$ cat src/rtl/nvpic_pkg.sv
package nvpic_pkg;

  localparam logic [8:0] IDLE_LVL = 9'd256;

  localparam logic [7:0] A_SETEN   = 8'h00;
  localparam logic [7:0] A_CLREN   = 8'h08;
  localparam logic [7:0] A_SETPEND = 8'h10;
  localparam logic [7:0] A_CLRPEND = 8'h18;
  localparam logic [7:0] A_GROUP   = 8'h20;
  localparam logic [7:0] A_BASE    = 8'h21;
  localparam logic [7:0] A_PRIO    = 8'h40;

  typedef struct packed {
    logic       vld;
    logic [7:0] prio;
    logic [7:0] idx;
  } cand_t;

  // preemption field: priority byte with the g subpriority bits dropped
  function automatic logic [8:0] pre_of(input logic [7:0] prio, input logic [2:0] grp);
    return {1'b0, prio} >> grp;
  endfunction

  // table word of an external line: system entries occupy the first 16 words
  function automatic logic [31:0] vec_of(input logic [31:0] base, input logic [7:0] num);
    return base + (({24'd0, num} + 32'd16) << 2);
  endfunction

  // left operand covers lower line numbers, so it wins on an equal byte
  function automatic cand_t pick(input cand_t l, input cand_t r);
    if (l.vld && (!r.vld || l.prio <= r.prio)) return l;
    return r;
  endfunction

endpackage

$ cat src/rtl/nvpic_regs.sv
module nvpic_regs
  import nvpic_pkg::*;
#(
  parameter int NUM_IRQ = 32
) (
  input  logic                   clk,
  input  logic                   rst_n,
  input  logic [NUM_IRQ-1:0]     irq_lines,
  input  logic                   reg_we,
  input  logic [7:0]             reg_addr,
  input  logic [31:0]            reg_wdata,
  output logic [31:0]            reg_rdata,
  output logic [NUM_IRQ-1:0]     pend_q,
  output logic [NUM_IRQ-1:0]     en_q,
  output logic [NUM_IRQ-1:0][7:0] prio_q,
  output logic [2:0]             grp_q,
  output logic [31:0]            base_q
);

  logic [NUM_IRQ-1:0] set_en, clr_en, set_pend, clr_pend;

  always_comb begin
    for (int i = 0; i < NUM_IRQ; i++) begin
      set_en[i]   = reg_we && reg_addr == 8'(A_SETEN   + i/32) && reg_wdata[i%32];
      clr_en[i]   = reg_we && reg_addr == 8'(A_CLREN   + i/32) && reg_wdata[i%32];
      set_pend[i] = reg_we && reg_addr == 8'(A_SETPEND + i/32) && reg_wdata[i%32];
      clr_pend[i] = reg_we && reg_addr == 8'(A_CLRPEND + i/32) && reg_wdata[i%32];
    end
  end

  always_ff @(posedge clk) begin
    if (!rst_n) begin
      pend_q <= '0;
      en_q   <= '0;
      prio_q <= '0;
      grp_q  <= '0;
      base_q <= '0;
    end else begin
      pend_q <= (pend_q & ~clr_pend) | set_pend | irq_lines;
      en_q   <= (en_q & ~clr_en) | set_en;
      if (reg_we && reg_addr == A_GROUP) grp_q <= reg_wdata[2:0];
      if (reg_we && reg_addr == A_BASE)  base_q <= {reg_wdata[31:8], 8'h00};
      for (int i = 0; i < NUM_IRQ; i++) begin
        if (reg_we && reg_addr == 8'(A_PRIO + i/4))
          prio_q[i] <= reg_wdata[8*(i%4) +: 8];
      end
    end
  end

  always_comb begin
    reg_rdata = '0;
    if (reg_addr == A_GROUP) reg_rdata = {29'd0, grp_q};
    if (reg_addr == A_BASE)  reg_rdata = base_q;
    for (int i = 0; i < NUM_IRQ; i++) begin
      if (reg_addr == 8'(A_SETEN + i/32) || reg_addr == 8'(A_CLREN + i/32))
        reg_rdata[i%32] = en_q[i];
      if (reg_addr == 8'(A_SETPEND + i/32) || reg_addr == 8'(A_CLRPEND + i/32))
        reg_rdata[i%32] = pend_q[i];
      if (reg_addr == 8'(A_PRIO + i/4))
        reg_rdata[8*(i%4) +: 8] = prio_q[i];
    end
  end

endmodule

$ cat src/rtl/nvpic_arb.sv
module nvpic_arb
  import nvpic_pkg::*;
#(
  parameter int NUM_IRQ = 32
) (
  input  logic [NUM_IRQ-1:0]      elig,
  input  logic [NUM_IRQ-1:0][7:0] prio,
  output cand_t                   win
);

  localparam int LVLS   = (NUM_IRQ > 1) ? $clog2(NUM_IRQ) : 1;
  localparam int LEAVES = 1 << LVLS;

  cand_t node [1:2*LEAVES-1];

  genvar k;
  generate
    for (k = 0; k < LEAVES; k++) begin : g_leaf
      if (k < NUM_IRQ) begin : g_real
        assign node[LEAVES+k] = '{vld: elig[k], prio: prio[k], idx: 8'(k)};
      end else begin : g_pad
        assign node[LEAVES+k] = '0;
      end
    end
    for (k = 1; k < LEAVES; k++) begin : g_node
      assign node[k] = pick(node[2*k], node[2*k+1]);
    end
  endgenerate

  assign win = node[1];

endmodule

$ cat src/rtl/nvpic_nest.sv
module nvpic_nest
  import nvpic_pkg::*;
#(
  parameter int NUM_IRQ    = 32,
  parameter int NEST_DEPTH = 4
) (
  input  logic                        clk,
  input  logic                        rst_n,
  input  logic                        take,
  input  logic                        ret,
  input  logic [7:0]                  win_idx,
  input  logic [8:0]                  win_pre,
  output logic [8:0]                  act_lvl,
  output logic [NUM_IRQ-1:0]          act_bits,
  output logic [$clog2(NEST_DEPTH+1)-1:0] depth,
  output logic                        full
);

  localparam int DW = $clog2(NEST_DEPTH + 1);

  logic [8:0] lvl_stk [NEST_DEPTH];
  logic [7:0] idx_stk [NEST_DEPTH];
  logic [7:0] cur_idx;
  logic [8:0] top_lvl;
  logic [7:0] top_idx;

  assign full = (depth == DW'(NEST_DEPTH));

  always_comb begin
    top_lvl = IDLE_LVL;
    top_idx = '0;
    for (int s = 0; s < NEST_DEPTH; s++) begin
      if (depth == DW'(s + 1)) begin
        top_lvl = lvl_stk[s];
        top_idx = idx_stk[s];
      end
    end
  end

  always_ff @(posedge clk) begin
    if (!rst_n) begin
      act_lvl  <= IDLE_LVL;
      cur_idx  <= '0;
      act_bits <= '0;
      depth    <= '0;
      for (int s = 0; s < NEST_DEPTH; s++) begin
        lvl_stk[s] <= IDLE_LVL;
        idx_stk[s] <= '0;
      end
    end else if (ret && depth != '0) begin
      for (int i = 0; i < NUM_IRQ; i++)
        if (cur_idx == 8'(i)) act_bits[i] <= 1'b0;
      act_lvl <= top_lvl;
      cur_idx <= top_idx;
      depth   <= depth - 1'b1;
    end else if (take && !full) begin
      for (int s = 0; s < NEST_DEPTH; s++) begin
        if (depth == DW'(s)) begin
          lvl_stk[s] <= act_lvl;
          idx_stk[s] <= cur_idx;
        end
      end
      for (int i = 0; i < NUM_IRQ; i++)
        if (win_idx == 8'(i)) act_bits[i] <= 1'b1;
      act_lvl <= win_pre;
      cur_idx <= win_idx;
      depth   <= depth + 1'b1;
    end
  end

endmodule

$ cat src/rtl/nvpic_top.sv
module nvpic_top
  import nvpic_pkg::*;
#(
  parameter int NUM_IRQ    = 32,
  parameter int NEST_DEPTH = 4
) (
  input  logic               clk,
  input  logic               rst_n,
  input  logic [NUM_IRQ-1:0] irq_lines,
  input  logic               reg_we,
  input  logic [7:0]         reg_addr,
  input  logic [31:0]        reg_wdata,
  output logic [31:0]        reg_rdata,
  input  logic               irq_ack,
  input  logic               exc_ret,
  output logic               irq_req,
  output logic [7:0]         irq_num,
  output logic [31:0]        vec_addr
);

  localparam int DW = $clog2(NEST_DEPTH + 1);

  logic [NUM_IRQ-1:0]      pend_q, en_q, act_bits, elig;
  logic [NUM_IRQ-1:0][7:0] prio_q;
  logic [2:0]              grp_q;
  logic [31:0]             base_q;
  cand_t                   win;
  logic [8:0]              win_pre, act_lvl;
  logic [DW-1:0]           depth;
  logic                    full;
  logic                    take_ev, ret_ev;

  nvpic_regs #(.NUM_IRQ(NUM_IRQ)) u_regs (
    .clk(clk), .rst_n(rst_n), .irq_lines(irq_lines),
    .reg_we(reg_we), .reg_addr(reg_addr), .reg_wdata(reg_wdata),
    .reg_rdata(reg_rdata), .pend_q(pend_q), .en_q(en_q),
    .prio_q(prio_q), .grp_q(grp_q), .base_q(base_q)
  );

  assign elig = pend_q & en_q & ~act_bits;

  nvpic_arb #(.NUM_IRQ(NUM_IRQ)) u_arb (
    .elig(elig), .prio(prio_q), .win(win)
  );

  assign win_pre = pre_of(win.prio, grp_q);
  assign irq_req = win.vld && (win_pre < act_lvl) && !full;
  assign take_ev = irq_ack && irq_req && !exc_ret;
  assign ret_ev  = exc_ret && (depth != '0);
  assign irq_num = win.idx;
  assign vec_addr = vec_of(base_q, win.idx);

  nvpic_nest #(.NUM_IRQ(NUM_IRQ), .NEST_DEPTH(NEST_DEPTH)) u_nest (
    .clk(clk), .rst_n(rst_n), .take(take_ev), .ret(exc_ret),
    .win_idx(win.idx), .win_pre(win_pre), .act_lvl(act_lvl),
    .act_bits(act_bits), .depth(depth), .full(full)
  );

endmodule

$ cat config.mk
export PLATFORM = sky130hd
export DESIGN_NAME = nvpic_top
export DESIGN_NICKNAME = d
export VERILOG_FILES = /design/src/rtl/nvpic_pkg.sv /design/src/rtl/nvpic_regs.sv /design/src/rtl/nvpic_arb.sv /design/src/rtl/nvpic_nest.sv /design/src/rtl/nvpic_top.sv
export SDC_FILE = /design/constraint.sdc
export NUM_CORES = 2
export LEC_CHECK = 0
export ABC_AREA = 1
export CAP_MARGIN = 10
export CORE_MARGIN = 5
export CORE_UTILIZATION = 50
export CTS_CLUSTER_SIZE = 16
export DETAILED_ROUTE_END_ITERATION = 8
export PLACE_DENSITY = 0.69
export SLEW_MARGIN = 10
export SYNTH_ARGS = -nofsm -noshare
export SYNTH_HDL_FRONTEND = slang
export SYNTH_SLANG_ARGS = --single-unit
$ cat constraint.sdc
create_clock -name clk -period 25.1 [get_ports clk]
set_input_delay 3.765 -clock clk [delete_from_list [all_inputs] [get_ports clk]]
set_output_delay 3.765 -clock clk [all_outputs]
set_load 0.03 [all_outputs]
==> out/results.tsv <==
stage	metric	value	unit
outcome	status	completed	
yosys	synth_top_family_by_area	simple AND/OR/NAND/NOR gates	
finish	drive_above_1_share	5.67	%
finish	fin_util	56.4	%
power	combinationalPowerShare	5.9	%
global_route	grt_pass1_wl	196000	um
finish	finalNonFillerCells	5557	
power	p_leak	15.0	nW
yosys	synth_warnings	0	
yosys	synthTopCellsByArea	dfxtp_1 25%, nand2_1 11%, ha_1 10%, a21oi_1 8.9%, nand3_1 7.5%	
placed_design	dp_hpwl	104000	um
finish	syn2layout_area_growth	12.0	%
clock_tree	cts-resized-gates	0	
timing	slew_viol_final	0	
timing	hold_slack	466	ps
global_route	grt.total_usage	38.2	%
timing	finalCriticalPeriod	16160	ps
finish	num-nets-final	5006	
timing	hold_violations	0	
clock_tree	clk_latency	660	ps
clock_tree	cts_buffers	54	
routing	antenna_left	0	
power	power_frac_clock	49.6	%
clock_tree	clkTransAtPathRegs	60	ps
routing	drt_wl_total	136000	um
critical_path	slowest_stage	a21boi_1	
critical_path	cp-start-kind	register	
power	total_power	0.00173	W
critical_path	cp-end-kind	output pin	
routing	drtIter0Drc	4319	
floorplanning	die_x	262	um
routing	drc_errors	0	
placed_design	place_congestion	1.08	
clock_tree	hold_buffers	0	
clock_tree	cts_tree	yes	
critical_path	critPathKind	reg2out	
power	p_sw	0.000443	W
floorplanning	ios	150	
clock_tree	clockBufferDepth	3	
yosys	synth.largest_area_cell	dfxtp_1	
clock_tree	cts_root_buf	clkbuf_16	
floorplanning	die_area	68600	um^2
clock_tree	h-tree-depth	2	
timing	max_slew_margin	6.33	%
timing	max_freq	0.0619	GHz
finish	regArea	10000	um^2
yosys	syn_area_per_cell	6.81	um^2
power	p_per_area	48.9	nW/um^2
global_route	grt_pass1_vias	29900	
finish	multi_input_area	18400	um^2
power	p_sw_share	25.6	%
yosys	synth_compound_area_share	21.4	%
critical_path	cp_max_fo	29	
critical_path	cpPeakStageDelay	780	ps
floorplanning	row_count	92	
timing	fin_crit_sh	64.4	%
floorplanning	start_util	50.4	%
yosys	synthAdderAreaFrac	10.3	%
placed_design	io_buffers	144	
timing	tightest_slew	1410	ps
critical_path	worst_path_most_repeated_cell	nand2_1	
yosys	synth-edff-count	68	
global_route	grt_overflow_total	0	
placed_design	dp.cells	5458	
yosys	ys.flop_type	dfxtp_1	
timing	fin_tns_setup	0	ps
yosys	ys_seq_area_share	31.6	%
routing	vias	33500	
critical_path	required	21330	ps
floorplanning	die_h	262	um
yosys	synth_xor_area_share	0.0552	%
routing	drtPass1Iterations	8	
finish	fill_cells	6210	
floorplanning	core	63000	um^2
yosys	syn-cell-area	31700	um^2
yosys	netlist_instances	4657	
yosys	ys_ff_latch	467	
critical_path	cp.arrival	12390	ps
yosys	synth-simple-area-share	26.0	%
routing	wl_per_cell	24.4	um
job	cap_violations	0	
clock_tree	cts_setup_buffers	0	
power	intPower	0.00129	W
yosys	synth_cell_type_count	59	
timing	fin_skew	51.1	ps
yosys	synth_top_area_share	25.2	%
timing	setup_viol	0	
global_route	grt_antenna_before_repair	14	
yosys	synthArstFlopShare	0	%
global_route	grt_start_max_net_pins	109	
power	pwr-share-seq	44.5	%
power	peakVddDrop	0.0687	mV
clock_tree	cts_num_sinks	467	
worst_hold_path	hold_class	reg2reg	
timing	rsz0062_at_grt	false	
yosys	synthMuxAreaShare	0	%
routing	viasPerCell	6.03	
==> through the flow <==
step / instance area, um^2 / worst slack [ps]
2_1_floorplan: 31700 / 13090
3_3_place_gp: 33600 / 9890
3_5_place_dp: 33600 / 9920
4_1_cts: 35500 / 9150
5_1_grt: 35500 / 7980
6_report: 35500 / 8940
==> cell usage after synthesis, drive strengths merged (19+ instances only) <==
cell,number
buf,51
clkbuf,192
o2111ai,22
a221oi,19
inv,593
ha,261
o21a,24
and2,70
o211ai,35
a21oi,569
nor3,23
nor2,225
nand2,953
nand3,479
dfxtp,399
nor4,64
o22ai,28
o21ai,466
edfxtp,68
==> power by group through the flow <==
stage	clock network (W)	registers [W]	logic, W
floorplan	0	0.000786	0.0000518
global placement	0	0.000788	0.0000983
detailed placement	0	0.000788	0.0000987
CTS	0.000858	0.000772	0.0000990
global route	0.000888	0.000773	0.000107
finish	0.000860	0.000772	0.000103
==> layer usage <==
| layer | GRT usage [%] | wire length, um |
|---|---|---|
| met4 | 17.8 | 7920 |
| met5 | 0 | 69 |
| met3 | 9.99 | 16900 |
| met2 | 56.1 | 55900 |
| met1 | 52.7 | 54900 |
==> area by class of cell <==
type	instances	area share (%)
inverters	611	6.49
repair buffers	194	5.13
flip-flops and latches	467	28.2
multi-input cells	3340	51.8
clock buffers	70	4.23
clock inverters	28	1.08
well taps	846	2.98
diodes	1	0.00705
==> critical path: cells and delay by family, from the launching register on <==
kind	cells	cell delay, ps
compound gates	15	3630
fa+ha+maj	6	1580
buf+inv	10	2190
flops	1	330
simple gates	33	3920
==> flip-flops by register name, summed over array words and instances (netlist names) <==
| register | flops |
|---|---|
| u_nest.cur_idx | 8 |
| u_regs.pend_q | 32 |
| u_nest.idx_stk | 32 |
| u_nest.lvl_stk | 36 |
| u_regs.grp_q | 3 |
| u_nest.act_lvl | 9 |
| u_nest.act_bits | 32 |
| u_nest.depth | 3 |
| u_regs.prio_q | 256 |
| u_regs.en_q | 32 |
| u_regs.base_q | 24 |
==> logic make-up (layout without fill, tap and decap cells) <==
family / count (synthesis) / after routing
adders and majority gates: 261 / 261
buffers and inverters: 854 / 903
other: 1 / 6
DFF: 467 / 467
AOI/OAI and AO/OA: 1230 / 1230
and+or+nand+nor: 1842 / 1842
xor gates and xnor gates: 2 / 2
==> cell usage in the layout, fill, tap and decap left out, drive strengths merged, types with 2 or more instances in the layout <==
cell type      netlist  routed
nand2              953     953
inv                593     596
a21oi              569     569
nand3              479     479
o21ai              466     466
dfxtp              399     399
ha                 261     261
nor2               225     225
clkdlybuf4s50        0     143
clkbuf             192      71
and2                70      70
edfxtp              68      68
nor4                64      64
buf                 51      50
o211ai              35      35
clkinv              18      31
o22ai               28      28
o21a                24      24
nor3                23      23
o2111ai             22      22
a221oi              19      19
o221ai              17      17
nand4               17      17
o21bai              14      14
a2111oi             10      10
a211oi               8       8
or2                  8       8
bufinv               0       7
a21boi               7       7
conb                 1       5
clkinvlp             0       5
a31oi                3       3
a21o                 3       3
and3                 2       2
a22oi                2       2
a41oi                2       2
==> worst paths after layout <==
check	startpoint	to	slack, ps	cells after the start
max	u_regs.prio_q[219]	irq_req	8940	64
min	u_nest.act_bits[0]	u_nest.act_bits[0]	470	2
max reg2reg	u_regs.prio_q[219]	u_nest.lvl_stk[0][5]	12510	64
min reg2reg	u_nest.act_bits[0]	u_nest.act_bits[0]	470	2
(Power assumes the default switching activity.)
